File: src/rtl/sci_rx_pkg.sv
`timescale 1ns/1ps
package sci_rx_pkg;

  typedef enum logic [2:0] {
    ST_IDLE,
    ST_START,
    ST_DATA,
    ST_PAR,
    ST_STOP1,
    ST_STOP2,
    ST_HOLD
  } rx_state_e;

  typedef struct packed {
    logic perr;
    logic ferr;
    logic brk;
  } rx_flags_t;

endpackage

File: src/rtl/sci_rx_sync.sv
`timescale 1ns/1ps
module sci_rx_sync #(
  parameter int STAGES = 2
) (
  input  logic clk,
  input  logic rst_n,
  input  logic din,
  output logic dout
);

  generate
    if (STAGES == 0) begin : g_pass
      assign dout = din;
    end else begin : g_chain
      logic [STAGES-1:0] chain;
      always_ff @(posedge clk) begin
        if (!rst_n) chain <= '1;
        else        chain <= {chain[STAGES-2:0], din};
      end
      assign dout = chain[STAGES-1];
    end
  endgenerate

endmodule

File: src/rtl/sci_rx_engine.sv
`timescale 1ns/1ps
module sci_rx_engine
  import sci_rx_pkg::*;
#(
  parameter int OVERSAMPLE = 16,
  parameter int DATA_W     = 8,
  parameter int LEN_W      = 2,
  parameter int MIN_LEN    = 5
) (
  input  logic              clk,
  input  logic              rst_n,
  input  logic              tick,
  input  logic              rx,
  input  logic [LEN_W-1:0]  cfg_len,
  input  logic              cfg_par_en,
  input  logic              cfg_par_odd,
  input  logic              cfg_two_stop,
  output logic              done,
  output logic [DATA_W-1:0] done_data,
  output rx_flags_t         done_flags
);

  localparam int CNT_W     = $clog2(OVERSAMPLE);
  localparam int POS_W     = $clog2(DATA_W + 1);
  localparam int HALF_LAST = OVERSAMPLE / 2 - 1;
  localparam int FULL_LAST = OVERSAMPLE - 1;

  rx_state_e         state;
  logic [CNT_W-1:0]  cnt;
  logic [POS_W-1:0]  bitpos;
  logic [POS_W-1:0]  n_bits;
  logic [DATA_W-1:0] shreg;
  logic              all_zero;
  logic              stop_bad;
  logic              par_bit;
  logic              sample_pt;
  logic              final_zero;
  logic              exp_par;

  // effective length, clamped to the register width
  always_comb begin
    if ((MIN_LEN + int'(cfg_len)) > DATA_W) n_bits = POS_W'(DATA_W);
    else                                     n_bits = POS_W'(MIN_LEN + int'(cfg_len));
  end

  always_comb begin
    if (state == ST_START) sample_pt = tick && (cnt == CNT_W'(HALF_LAST));
    else                   sample_pt = tick && (cnt == CNT_W'(FULL_LAST));
  end

  assign done = sample_pt &&
                (((state == ST_STOP1) && !cfg_two_stop) || (state == ST_STOP2));

  assign final_zero = all_zero && !rx;
  assign done_data  = shreg >> (POS_W'(DATA_W) - n_bits);
  assign exp_par    = (^done_data) ^ cfg_par_odd;

  always_comb begin
    done_flags.perr = cfg_par_en && (par_bit != exp_par);
    done_flags.ferr = stop_bad || !rx;
    done_flags.brk  = final_zero;
  end

  always_ff @(posedge clk) begin
    if (!rst_n) begin
      state    <= ST_IDLE;
      cnt      <= '0;
      bitpos   <= '0;
      shreg    <= '0;
      all_zero <= 1'b1;
      stop_bad <= 1'b0;
      par_bit  <= 1'b0;
    end else begin
      case (state)
        ST_IDLE: begin
          if (tick && !rx) begin
            state <= ST_START;
            cnt   <= '0;
          end
        end
        ST_START: begin
          if (sample_pt) begin
            cnt <= '0;
            if (rx) begin
              state <= ST_IDLE;
            end else begin
              state    <= ST_DATA;
              bitpos   <= '0;
              shreg    <= '0;
              all_zero <= 1'b1;
              stop_bad <= 1'b0;
              par_bit  <= 1'b0;
            end
          end else if (tick) begin
            cnt <= cnt + 1'b1;
          end
        end
        ST_DATA, ST_PAR, ST_STOP1, ST_STOP2: begin
          if (sample_pt) cnt <= '0;
          else if (tick) cnt <= cnt + 1'b1;
          if (sample_pt) begin
            all_zero <= all_zero && !rx;
            case (state)
              ST_DATA: begin
                shreg <= {rx, shreg[DATA_W-1:1]};
                if (bitpos == n_bits - 1'b1) state <= cfg_par_en ? ST_PAR : ST_STOP1;
                else                         bitpos <= bitpos + 1'b1;
              end
              ST_PAR: begin
                par_bit <= rx;
                state   <= ST_STOP1;
              end
              ST_STOP1: begin
                stop_bad <= !rx;
                if (cfg_two_stop) state <= ST_STOP2;
                else              state <= final_zero ? ST_HOLD : ST_IDLE;
              end
              default: begin
                stop_bad <= stop_bad || !rx;
                state    <= final_zero ? ST_HOLD : ST_IDLE;
              end
            endcase
          end
        end
        ST_HOLD: begin
          if (rx) state <= ST_IDLE;
        end
        default: state <= ST_IDLE;
      endcase
    end
  end

endmodule

File: src/rtl/sci_rx_hold.sv
`timescale 1ns/1ps
module sci_rx_hold
  import sci_rx_pkg::*;
#(
  parameter int DATA_W = 8
) (
  input  logic              clk,
  input  logic              rst_n,
  input  logic              in_push,
  input  logic [DATA_W-1:0] in_data,
  input  rx_flags_t         in_flags,
  input  logic              out_ready,
  output logic              out_valid,
  output logic [DATA_W-1:0] out_data,
  output rx_flags_t         out_flags,
  output logic              out_overrun
);

  logic taking;
  assign taking = out_valid && out_ready;

  always_ff @(posedge clk) begin
    if (!rst_n) begin
      out_valid   <= 1'b0;
      out_data    <= '0;
      out_flags   <= '0;
      out_overrun <= 1'b0;
    end else if (in_push) begin
      out_valid   <= 1'b1;
      out_data    <= in_data;
      out_flags   <= in_flags;
      out_overrun <= out_valid && !taking;
    end else if (taking) begin
      out_valid <= 1'b0;
    end
  end

endmodule

File: src/rtl/serial_char_rx.sv
`timescale 1ns/1ps
module serial_char_rx
  import sci_rx_pkg::*;
#(
  parameter int OVERSAMPLE  = 16,
  parameter int DATA_W      = 8,
  parameter int LEN_W       = 2,
  parameter int MIN_LEN     = 5,
  parameter int SYNC_STAGES = 2
) (
  input  logic              clk,
  input  logic              rst_n,
  input  logic              tick16,
  input  logic              rxd,
  input  logic [LEN_W-1:0]  cfg_len,
  input  logic              cfg_par_en,
  input  logic              cfg_par_odd,
  input  logic              cfg_two_stop,
  output logic              out_valid,
  input  logic              out_ready,
  output logic [DATA_W-1:0] out_data,
  output logic              out_err_parity,
  output logic              out_err_frame,
  output logic              out_err_break,
  output logic              out_err_overrun
);

  logic              rx_s;
  logic              eng_done;
  logic [DATA_W-1:0] eng_data;
  rx_flags_t         eng_flags;
  rx_flags_t         held_flags;

  sci_rx_sync #(.STAGES(SYNC_STAGES)) u_sync (
    .clk  (clk),
    .rst_n(rst_n),
    .din  (rxd),
    .dout (rx_s)
  );

  sci_rx_engine #(
    .OVERSAMPLE(OVERSAMPLE),
    .DATA_W    (DATA_W),
    .LEN_W     (LEN_W),
    .MIN_LEN   (MIN_LEN)
  ) u_engine (
    .clk         (clk),
    .rst_n       (rst_n),
    .tick        (tick16),
    .rx          (rx_s),
    .cfg_len     (cfg_len),
    .cfg_par_en  (cfg_par_en),
    .cfg_par_odd (cfg_par_odd),
    .cfg_two_stop(cfg_two_stop),
    .done        (eng_done),
    .done_data   (eng_data),
    .done_flags  (eng_flags)
  );

  sci_rx_hold #(.DATA_W(DATA_W)) u_hold (
    .clk        (clk),
    .rst_n      (rst_n),
    .in_push    (eng_done),
    .in_data    (eng_data),
    .in_flags   (eng_flags),
    .out_ready  (out_ready),
    .out_valid  (out_valid),
    .out_data   (out_data),
    .out_flags  (held_flags),
    .out_overrun(out_err_overrun)
  );

  assign out_err_parity = held_flags.perr;
  assign out_err_frame  = held_flags.ferr;
  assign out_err_break  = held_flags.brk;

endmodule

File: config.mk
export PLATFORM = sky130hd
export DESIGN_NAME = serial_char_rx
export DESIGN_NICKNAME = d
export VERILOG_FILES = /design/src/rtl/sci_rx_pkg.sv /design/src/rtl/sci_rx_sync.sv /design/src/rtl/sci_rx_engine.sv /design/src/rtl/sci_rx_hold.sv /design/src/rtl/serial_char_rx.sv
export SDC_FILE = /design/constraint.sdc
export NUM_CORES = 1
export LEC_CHECK = 0
export ABC_AREA = 1
export CORE_ASPECT_RATIO = 0.7
export CORE_MARGIN = 2
export CORE_UTILIZATION = 55
export CTS_BUF_LIST = sky130_fd_sc_hd__clkbuf_4 sky130_fd_sc_hd__clkbuf_8
export DETAILED_ROUTE_END_ITERATION = 7
export PLACE_DENSITY_LB_ADDON = 0.05
export SLEW_MARGIN = 20
export SYNTH_ARGS = -nofsm -noshare
export SYNTH_HDL_FRONTEND = slang
export SYNTH_SLANG_ARGS = --single-unit
export TNS_END_PERCENT = 30
File: constraint.sdc
create_clock -name clk -period 5.6 [get_ports clk]
set_input_delay 0.84 -clock clk [delete_from_list [all_inputs] [get_ports clk]]
set_output_delay 0.84 -clock clk [all_outputs]
set_load 0.05 [all_outputs]
==> out/qor.csv <==
metric;value;unit
status;finished clean;
critical_path.max_fanout;18;
async_flop_share;0;
grt_pass1_vias;1803;
drt_wl_total;4.499;mm
ant_nets;0;
critPathMaxStageDelay;0.49;ns
clk_latency;0.28;ns
crit_required;5.76;ns
clkSinkCount;37;
synth-edff-count;0;
fin_area;2465;um^2
hp-class;reg -> reg;
synthTopCellsByCount;nand2_1 (71), inv_1 (45), dfxtp_1 (37);
synth_top_area_share;0.3489;
max_slew_margin;0.5356;
vias_per_cell;5.235;
final_cells;388;
synth_warnings;0;
cap_violations;0;
path_class;in -> reg;
synth_area;2123;um^2
finalCritPeriodShare;0.5468;
top_usage_layer;met1;
regArea;740.7;um^2
wl_per_cell;11.60;um
first_pass_iters;5;
fin_worst_skew;0.007103;ns
switching_share;0.4034;
synthDistinctLibCells;32;
final_util;0.6840;
clockRootBuffer;clkbuf_8;
pin_count;23;
cts_resized;0;
cts_hold_buf;0;
timing.fmax;326.6;MHz
leakage;1.134;nW
critPathBufInv;1;
seqPwrFrac;0.390;
hold_viol_final;0;
yosysMostFrequentCell;nand2_1;
grtUsageMet1;0.3303;
die-area;4382;um^2
cp.arrival;3.22;ns
dpl.cell_count;380;
core_area;3603;um^2
placed_cell_area;2379;um^2
grt_pass1_wl;7.886;mm
rows;18;
place_hpwl;3.410;mm
clock_path_buffers;2;
pwr-share-clk;0.244;
p_total;0.0007548;W
crit_family;simple AND/OR/NAND/NOR gates;
tightest_slew;0.6966;ns
grt_overflow;0;
die-height;55.99;um
yosysTopAreaCell;dfxtp_1;
synthCells;314;
maxSlewViolCount;0;
vias;2031;
crit_top_cell;nand2_1;
finalCriticalPeriod;3.062;ns
synth_nets;328;
die_x;78.27;um
worst_setup_path_end_kind;flip-flop;
use_met2;0.3288;
syn_to_final_growth;16.09;%
globalplace.congestion;0.8836;
cts_tree;yes;
finalSetupViolations;0;
cts_made_buffers;5;
combPwrFrac;0.366;
start_util;0.5892;
slowest_stage;clkdlybuf4s50_1;
n_fill_cell;320;
power_switching;0.0003045;W
antenna_found_initial;0;
cp_cell_sequence;clkdlybuf4s50_1 > ha_1 > nor2_2 > nor2_1 > nor2_1 > nand2_1 > nand3_1 > nand2_1 > nand2_1 > nand2_1 > nand2_1 > nand2_1 > nand2_1 > nand2_1 > nand3_1 > a21oi_1;
p_int;0.0004503;W
ys_ff_latch;37;
grt_start_max_net_pins;24;
rsz0062_at_grt;false;
ys.flop_type;dfxtp_1;
track_usage;0.2223;
drive_gt1_frac;0.08876;
htreeDepth;2;
drc;0;
multi_input_area;1165;um^2
yosysSeqAreaShare;0.3489;
final_nets;351;
cts_setup_buffers;0;
io_buffers;22;
cellPowerDensity;306.2;nW/um^2
ir_drop;0.0002730;V
grt_use_met3;0.05032;
num_antenna_cells;0;
netlist_top_cells_area;dfxtp_1 (35%), nand2_1 (13%), inv_1 (8.0%);
startpoint_type;input pin;
clkSlewWorstSetupHoldPaths;0.08;ns
drt_iter0_drc;130;
syn_area_per_cell;6.762;um^2
fin_tns_setup;0;ns
==> metal layers <==
| metal | up-vias | wire length (um) | part of all wire |
|---|---|---|---|
| met2 | 44 | 1842 | 0.41 |
| met1 | 902 | 2417 | 0.54 |
| li1 | 1080 | - | - |
| met3 | 5 | 211 | 0.047 |
| met4 | 0 | 27 | 0.0060 |
| met5 | - | 0 | 0 |
==> final cells by class <==
| type | count | area share |
|---|---|---|
| clock inverters | 2 | 0.004061 |
| clock buffers | 6 | 0.03096 |
| inverters | 50 | 0.07716 |
| flip-flops and latches | 37 | 0.3005 |
| well taps | 50 | 0.02538 |
| repair buffers | 22 | 0.08934 |
| multi-input cells | 221 | 0.4726 |
==> cells in the final DEF, fill, tap and decap left out <==
cell type,synthesis,routed
a21oi_1,23,23
clkinv_2,0,2
xnor2_1,1,1
nand2_4,1,1
a221oi_1,7,7
o21ai_1,3,3
a21oi_4,1,1
and2_1,1,1
ha_1,4,4
dfxtp_1,37,37
o21ai_0,23,23
or2_2,2,2
nand2_1,71,71
clkbuf_4,0,1
xor2_1,3,3
nor2_8,1,1
nor4_2,1,1
inv_4,1,1
nand4_1,3,3
nand3_1,23,23
a22oi_1,1,1
o2111ai_1,1,1
nor2_2,4,4
inv_2,4,4
clkbuf_8,0,5
nor2_1,30,30
a211oi_1,7,7
a31oi_1,2,2
clkdlybuf4s50_1,0,22
nand2_2,5,5
nand3_4,2,2
o311ai_0,1,1
inv_1,45,45
==> flip-flops by register name (all words and copies together) (netlist names) <==
signal and flops:
u_engine.state 3, u_engine.stop_bad 1, u_hold.out_data 8, u_engine.par_bit 1, u_engine.bitpos 4, u_engine.all_zero 1, u_sync.g_chain.chain 2, u_hold.out_flags 3
u_hold.out_overrun 1, u_hold.out_valid 1, u_engine.shreg 8, u_engine.cnt 4
==> metrics by stage <==
stage	hold slack, ns	setup slack [ns]
5_1_grt	0.4472	2.187
4_1_cts	0.4178	2.557
2_1_floorplan	0.3925	3.214
6_report	0.4157	2.538
3_5_place_dp	0.4008	2.250
3_3_place_gp	0.3977	2.327
==> worst paths after layout <==
| check | from | endpoint | slack, ns | cells after the start |
|---|---|---|---|---|
| worst max register to register | u_engine.cnt[0] | u_hold.out_flags[2] | 3.38 | 10 |
| worst max-delay path | cfg_len[0] | u_hold.out_flags[2] | 2.54 | 16 |
| worst min register to register | u_sync.g_chain.chain[0] | u_sync.g_chain.chain[1] | 0.42 | 1 |
| worst min-delay path | u_sync.g_chain.chain[0] | u_sync.g_chain.chain[1] | 0.42 | 1 |
==> worst register-to-register path, delay by kind of cell (launching register included) <==
kind | cells | cell delay (ns)
buffers and inverters | 2 | 0.29
AOI/OAI and AO/OA | 1 | 0.11
and+or+nand+nor | 6 | 1.16
DFF | 1 | 0.40
adders and majority gates | 1 | 0.20
==> power groups by stage <==
stage,Combinational (W),Sequential [W],Clock (W)
CTS,0.000273,0.000294,0.000188
floorplan,0.000219,0.000296,0
finish,0.000276,0.000295,0.000184
global route,0.000311,0.000296,0.000201
global placement,0.000268,0.000300,0
detailed placement,0.000271,0.000300,0
==> cells by family (layout without fill, tap and decap cells) <==
kind of cell,Yosys count,in the layout,synth area share
xor gates and xnor gates,4,4,0.01650
buffers and inverters,56,80,0.1025
and+or+nand+nor,144,144,0.3141
adders and majority gates,4,4,0.02357
DFF,37,37,0.3489
AOI/OAI and AO/OA,69,69,0.1945
No activity file was read; power rests on OpenSTA's default activity.
